[src/rtl/adc_seq_pkg.sv]
package adc_seq_pkg;
  localparam int REG_W       = 32;
  localparam int POS_EN      = 0;
  localparam int POS_TS      = 1;
  localparam int POS_ONCE    = 2;
  localparam int POS_MANY    = 3;
  localparam int POS_RDY     = 8;
  localparam int POS_ERR     = 9;
  localparam int POS_STK     = 10;
  localparam int POS_SEL_LO  = 12;
  localparam int POS_MASK_LO = 16;
endpackage

[src/rtl/adc_seq_next_chan.sv]
module adc_seq_next_chan #(
  parameter int NCH   = 5,
  parameter int SEL_W = 3
) (
  input  logic [SEL_W-1:0] cur_sel,
  input  logic [NCH-1:0]   scan_mask,
  output logic [SEL_W-1:0] nxt_sel
);
  localparam logic [SEL_W:0] NCH_W = (SEL_W+1)'(NCH);
  localparam logic [SEL_W:0] LAST  = (SEL_W+1)'(NCH - 1);

  logic [SEL_W-1:0] base;
  logic [SEL_W-1:0] cand [NCH];
  logic [NCH-1:0]   hit;

  // search begins one above the current channel; past the last channel it restarts at 0
  assign base = ({1'b0, cur_sel} >= LAST) ? '0 : cur_sel + 1'b1;

  for (genvar k = 0; k < NCH; k++) begin : g_cand
    logic [SEL_W:0] sum;
    assign sum     = {1'b0, base} + (SEL_W+1)'(k);
    assign cand[k] = (sum >= NCH_W) ? SEL_W'(sum - NCH_W) : sum[SEL_W-1:0];
    assign hit[k]  = scan_mask[cand[k]];
  end

  always_comb begin
    nxt_sel = cur_sel;
    for (int k = NCH - 1; k >= 0; k--) begin
      if (hit[k]) nxt_sel = cand[k];
    end
  end
endmodule

[src/rtl/adc_seq_fsm.sv]
module adc_seq_fsm (
  input  logic clk,
  input  logic rst_n,
  input  logic en,
  input  logic run_req,
  input  logic once_req,
  input  logic conv_done,
  output logic busy,
  output logic conv_start,
  output logic launch,
  output logic done_acc
);
  assign done_acc = busy & conv_done & ~conv_start;
  assign launch   = en & (run_req | once_req) & (~busy | done_acc);

  always_ff @(posedge clk) begin
    if (!rst_n) begin
      busy       <= 1'b0;
      conv_start <= 1'b0;
    end else begin
      conv_start <= launch;
      if (launch)        busy <= 1'b1;
      else if (done_acc) busy <= 1'b0;
    end
  end
endmodule

[src/rtl/adc_seq_err.sv]
module adc_seq_err (
  input  logic clk,
  input  logic rst_n,
  input  logic done_acc,
  input  logic conv_err,
  input  logic clr_req,
  output logic err_last,
  output logic err_sticky
);
  always_ff @(posedge clk) begin
    if (!rst_n) begin
      err_last   <= 1'b0;
      err_sticky <= 1'b0;
    end else begin
      if (done_acc) err_last <= conv_err;
      if (done_acc && conv_err) err_sticky <= 1'b1;
      else if (clr_req)         err_sticky <= 1'b0;
    end
  end
endmodule

[src/rtl/adc_seq_ctrl.sv]
module adc_seq_ctrl
  import adc_seq_pkg::*;
#(
  parameter int NCH   = 5,
  parameter int SEL_W = 3
) (
  input  logic             clk,
  input  logic             rst_n,
  input  logic             reg_we,
  input  logic [REG_W-1:0] reg_wdata,
  output logic [REG_W-1:0] reg_rdata,
  output logic             conv_start,
  output logic [SEL_W-1:0] conv_chan,
  output logic             conv_pwr,
  output logic             conv_tsens_pwr,
  input  logic             conv_done,
  input  logic             conv_err
);
  logic             en_q, ts_q, many_q, once_q;
  logic [SEL_W-1:0] sel_q, sel_nxt;
  logic [NCH-1:0]   mask_q;
  logic             busy, launch, done_acc;
  logic             err_last, err_sticky;

  logic w_en, w_many, w_once, w_clr;
  assign w_en   = reg_wdata[POS_EN];
  assign w_many = reg_wdata[POS_MANY];
  assign w_once = reg_wdata[POS_ONCE];
  assign w_clr  = reg_we & reg_wdata[POS_STK];

  logic unused_wbits;
  assign unused_wbits = ^{reg_wdata[REG_W-1:POS_MASK_LO+NCH],
                          reg_wdata[POS_MASK_LO-1:POS_SEL_LO+SEL_W],
                          reg_wdata[POS_SEL_LO-1:POS_STK+1],
                          reg_wdata[POS_STK-1:POS_MANY+1]};

  always_ff @(posedge clk) begin
    if (!rst_n) begin
      en_q   <= 1'b0;
      ts_q   <= 1'b0;
      many_q <= 1'b0;
      once_q <= 1'b0;
      sel_q  <= '0;
      mask_q <= '0;
    end else begin
      if (reg_we) begin
        en_q   <= w_en;
        ts_q   <= reg_wdata[POS_TS];
        many_q <= w_many;
        mask_q <= reg_wdata[POS_MASK_LO +: NCH];
      end
      // a software write to the selector takes precedence over the scan step
      if (reg_we)                     sel_q <= reg_wdata[POS_SEL_LO +: SEL_W];
      else if (done_acc && |mask_q)   sel_q <= sel_nxt;
      // trigger: held until launched, dropped on disable or run
      if (reg_we && w_once && w_en && !w_many)       once_q <= 1'b1;
      else if (launch || (reg_we && (!w_en || w_many))) once_q <= 1'b0;
    end
  end

  adc_seq_next_chan #(.NCH(NCH), .SEL_W(SEL_W)) u_pick (
    .cur_sel   (sel_q),
    .scan_mask (mask_q),
    .nxt_sel   (sel_nxt)
  );

  adc_seq_fsm u_fsm (
    .clk        (clk),
    .rst_n      (rst_n),
    .en         (en_q),
    .run_req    (many_q),
    .once_req   (once_q),
    .conv_done  (conv_done),
    .busy       (busy),
    .conv_start (conv_start),
    .launch     (launch),
    .done_acc   (done_acc)
  );

  adc_seq_err u_err (
    .clk        (clk),
    .rst_n      (rst_n),
    .done_acc   (done_acc),
    .conv_err   (conv_err),
    .clr_req    (w_clr),
    .err_last   (err_last),
    .err_sticky (err_sticky)
  );

  always_comb begin
    reg_rdata                           = '0;
    reg_rdata[POS_EN]                   = en_q;
    reg_rdata[POS_TS]                   = ts_q;
    reg_rdata[POS_ONCE]                 = once_q;
    reg_rdata[POS_MANY]                 = many_q;
    reg_rdata[POS_RDY]                  = en_q & ~busy;
    reg_rdata[POS_ERR]                  = err_last;
    reg_rdata[POS_STK]                  = err_sticky;
    reg_rdata[POS_SEL_LO +: SEL_W]      = sel_q;
    reg_rdata[POS_MASK_LO +: NCH]       = mask_q;
  end

  assign conv_chan      = sel_q;
  assign conv_pwr       = en_q;
  assign conv_tsens_pwr = ts_q;
endmodule

[config.mk]
export PLATFORM = sky130hd
export DESIGN_NAME = adc_seq_ctrl
export DESIGN_NICKNAME = d
export VERILOG_FILES = /design/src/rtl/adc_seq_pkg.sv /design/src/rtl/adc_seq_next_chan.sv /design/src/rtl/adc_seq_fsm.sv /design/src/rtl/adc_seq_err.sv /design/src/rtl/adc_seq_ctrl.sv
export SDC_FILE = /design/constraint.sdc
export NUM_CORES = 1
export LEC_CHECK = 0
export BUFFER_PORTS_ARGS = -buffer_cell sky130_fd_sc_hd__buf_2
export CAP_MARGIN = 20
export CELL_PAD_IN_SITES_DETAIL_PLACEMENT = 0
export CELL_PAD_IN_SITES_GLOBAL_PLACEMENT = 2
export CORE_MARGIN = 5
export CORE_UTILIZATION = 30
export CTS_BUF_LIST = sky130_fd_sc_hd__clkbuf_8
export DETAILED_ROUTE_END_ITERATION = 8
export GPL_ROUTABILITY_DRIVEN = 1
export GPL_TIMING_DRIVEN = 0
export PLACE_DENSITY_LB_ADDON = 0.1
export SETUP_SLACK_MARGIN = 0.4
export SYNTH_ARGS = -nofsm -noshare
export SYNTH_HDL_FRONTEND = slang
export SYNTH_SLANG_ARGS = --single-unit
export TNS_END_PERCENT = 100
[constraint.sdc]
create_clock -name clk -period 10 [get_ports clk]
set_clock_uncertainty 0.2 [all_clocks]
set_input_delay 1 -clock clk [delete_from_list [all_inputs] [get_ports clk]]
set_output_delay 1 -clock clk [all_outputs]
set_load 0.02 [all_outputs]
==> results.toml <==
[place]
place_hpwl_um = 4313
placedInstanceArea_um2 = 2302
pre_cts_ws_ns = 5.355
gp_congestion = 0.7775
dp.cells = 367
io_buffers = 37

[hold_path]
hold_class = "reg -> reg"

[drt]
drt-initial-drc-count = 54
drc_errors = 0
via_count = 1737
dr.pass1.iters = 4
antenna_left = 0
route.detailed.wl_per_inst_um = 14.48
finalWirelength_um = 5373
via_per_inst = 4.682

[clock_tree]
cts_tree = "built"
clock_sinks = 16
postCtsResizedCells = 0
clkTransAtPathRegs_ns = 0.07
clock-root-buffer = "clkbuf_8"
insertion_delay_ns = 0.25
htreeDepth = 1
ctsLongestPathBuffers = 2
cts_setup_buffers = 0
cts_buffers = 3
hold_buffers = 0

[sta]
slew_violations = 0
relSlewSlack_pct = 51.26
worst_pin_slew_ns = 0.7107
max_clock_freq_mhz = 213.9
fin_ws_ns = 5.324
setup_tns_ns = 0
setup_violations = 0
hold_viol_final = 0
period_minus_slack_ns = 4.676
grt_setup_unrepaired = "no"
period_share_pct = 46.76

[logic_synthesis]
synth-edff-count = 0
synth-simple-area-share_pct = 17.87
async_flop_share_pct = 0
synth_area_um2 = 1961
synth_compound_area_share_pct = 23.48
yosysWarnings = 0
synthXorXnorAreaFrac_pct = 4.467
postSynthCellCount = 237
syn_area_per_cell_um2 = 8.273
yosys_register_bits = 16
seq_area_frac_synth_pct = 16.34
ys_types = 69
synthFlopType = "dfxtp_1"
synth_top_family_by_area = "compound AO/OA/AOI/OAI gates"
synth-adder-area-share_pct = 7.403
muxShareOfSynthArea_pct = 13.98

[power]
cellPowerDensity_nw_per_um2 = 430.4
peakVddDrop_mv = 0.2907
p_leak_nw = 1.139

[global_routing]
grt_use_total_pct = 13.24
grt_pass1_wl_um = 9011
grt_antenna_before_repair = 0
grt_pass1_vias = 1726
grt_max_degree = 13
grt_overflow_total = 0

[finish]
fillers = 679
drive_above_1_share_pct = 34.01
fin_util_pct = 37.12
fin_cells = 371
post-route-cell-area_um2 = 2357
layout.nets = 343
area_delta_synth_final_pct = 20.23
diodes = 0

[floorplan]
rows = 29
core_area_um2 = 6350
start_util_pct = 30.88
dieArea_um2 = 8252
die_h_um = 90.84
die_x_um = 90.84
io_pins = 75

[worst_setup_path]
path_class = "reg -> reg"
cp-start-kind = "flop"
crit_required_ns = 9.94
crit_path_max_fanout = 9
worstSetupEndpointType = "flop"
arrival_ns = 4.62

[outcome]
status = "finished clean"

[flow_run]
drv_cap = 0
## cells in the final DEF (no fill, tap or decap), drive strengths merged, types with 2 or more instances in the layout
master   instances
a2111oi          3
a211oi           4
a21oi           13
a22o             2
and2             4
buf             67
clkbuf           9
conb            17
dfxtp           16
ha              10
inv             19
mux2             5
mux2i           18
nand2           16
nand2b           2
nand3            2
nand3b           2
nor2            20
nor2b            2
nor3             6
nor4b            2
o21a             3
o21ai           14
o21bai           2
o22ai            3
o31ai            4
or2              2
xnor2            5
xor2             2
## critical path, stage by stage, from the launching register on
cell and delay [ns]:
dfxtp_1 0.54, inv_1 0.11, ha_1 0.30, nand2_2 0.15, inv_1 0.21, ha_1 0.20, inv_1 0.05, fa_1 0.40
a21oi_2 0.36, mux2i_1 0.67, a211oi_2 0.18, a2111oi_0 0.47, nand4_2 0.21, and2_4 0.20, mux2_4 0.29
## final timing paths
path / start / to / slack (ns) / cells past startpoint
worst max register to register: conv_chan[0] / conv_chan[2] / 5.32 / 14
worst min register to register: u_err.err_last / u_err.err_last / 0.25 / 2
worst min-delay path: u_err.err_last / u_err.err_last / 0.25 / 2
worst max-delay path: conv_chan[0] / conv_chan[2] / 5.32 / 14
## logic make-up after synthesis
group,after synthesis
compound gates,59
xor+xnor,7
fa+ha+maj,11
buf+inv,54
flops,16
mux,24
other cells,1
simple gates,65
## routing by layer
layer	track usage (%)	routed length [um]	vias to the layer above
met3	3.250	365	2
met4	1.834	18	0
met5	0	0	-
met2	21.07	2427	50
met1	18.49	2562	775
li1	-	-	910
## synth_stat cells, types with 2 or more instances
master	number	share of area (%)
and2_4	2	0.89
buf_4	26	10
inv_1	17	3.3
buf_6	2	1.1
mux2_2	4	2.3
o22ai_1	3	0.96
nand2_1	15	2.9
nor2_1	20	3.8
nor4b_1	2	0.89
mux2i_1	16	8.2
nor2b_1	2	0.64
dfxtp_1	16	16
o31ai_1	2	0.77
nand2b_1	2	0.64
o21ai_0	12	3.1
a211oi_1	2	0.77
a2111oi_0	2	0.89
xnor2_1	4	1.8
o21a_1	3	1.1
nor3_1	5	1.3
a21oi_1	12	3.1
o21bai_1	2	0.77
mux2i_2	2	1.4
and2_1	2	0.64
nand3b_1	2	0.77
ha_1	10	6.4
clkbuf_1	5	0.96
a22o_1	2	0.89
nand3_1	2	0.51
a211oi_2	2	1.3
## power by group
part           internal (mW)  total (mW)  leakage (nW)  switching (mW)
clock network         0.0349      0.0578        0.0288          0.0229
logic                  0.357       0.868         0.979           0.511
registers             0.0725      0.0890         0.131          0.0165
## layout make-up
cell class	instances	area, um2	area share [%]
inverters	19	73.82	3.132
repair buffers	37	185.2	7.856
plain buffers	35	245.2	10.40
well taps	77	96.34	4.087
multi-input cells	183	1381	58.60
flip-flops and latches	16	320.3	13.59
clock buffers	4	55.05	2.335
## flip-flops by register name, indices dropped and copies added (netlist names)
register	count
once_q	1
conv_tsens_pwr	1
u_err.err_sticky	1
u_fsm.busy	1
u_fsm.conv_start	1
u_err.err_last	1
mask_q	5
conv_chan	3
many_q	1
conv_pwr	1
## through the flow
step                      hold slack, ns  power (mW)
after global placement            0.2445      0.9627
after CTS                         0.2563       1.017
after floorplan                   0.2367      0.7820
after detailed placement          0.2472      0.9516
after global routing              0.2735       1.105
final                             0.2546       1.014
Note: power is estimated with default switching activity, not from simulation.
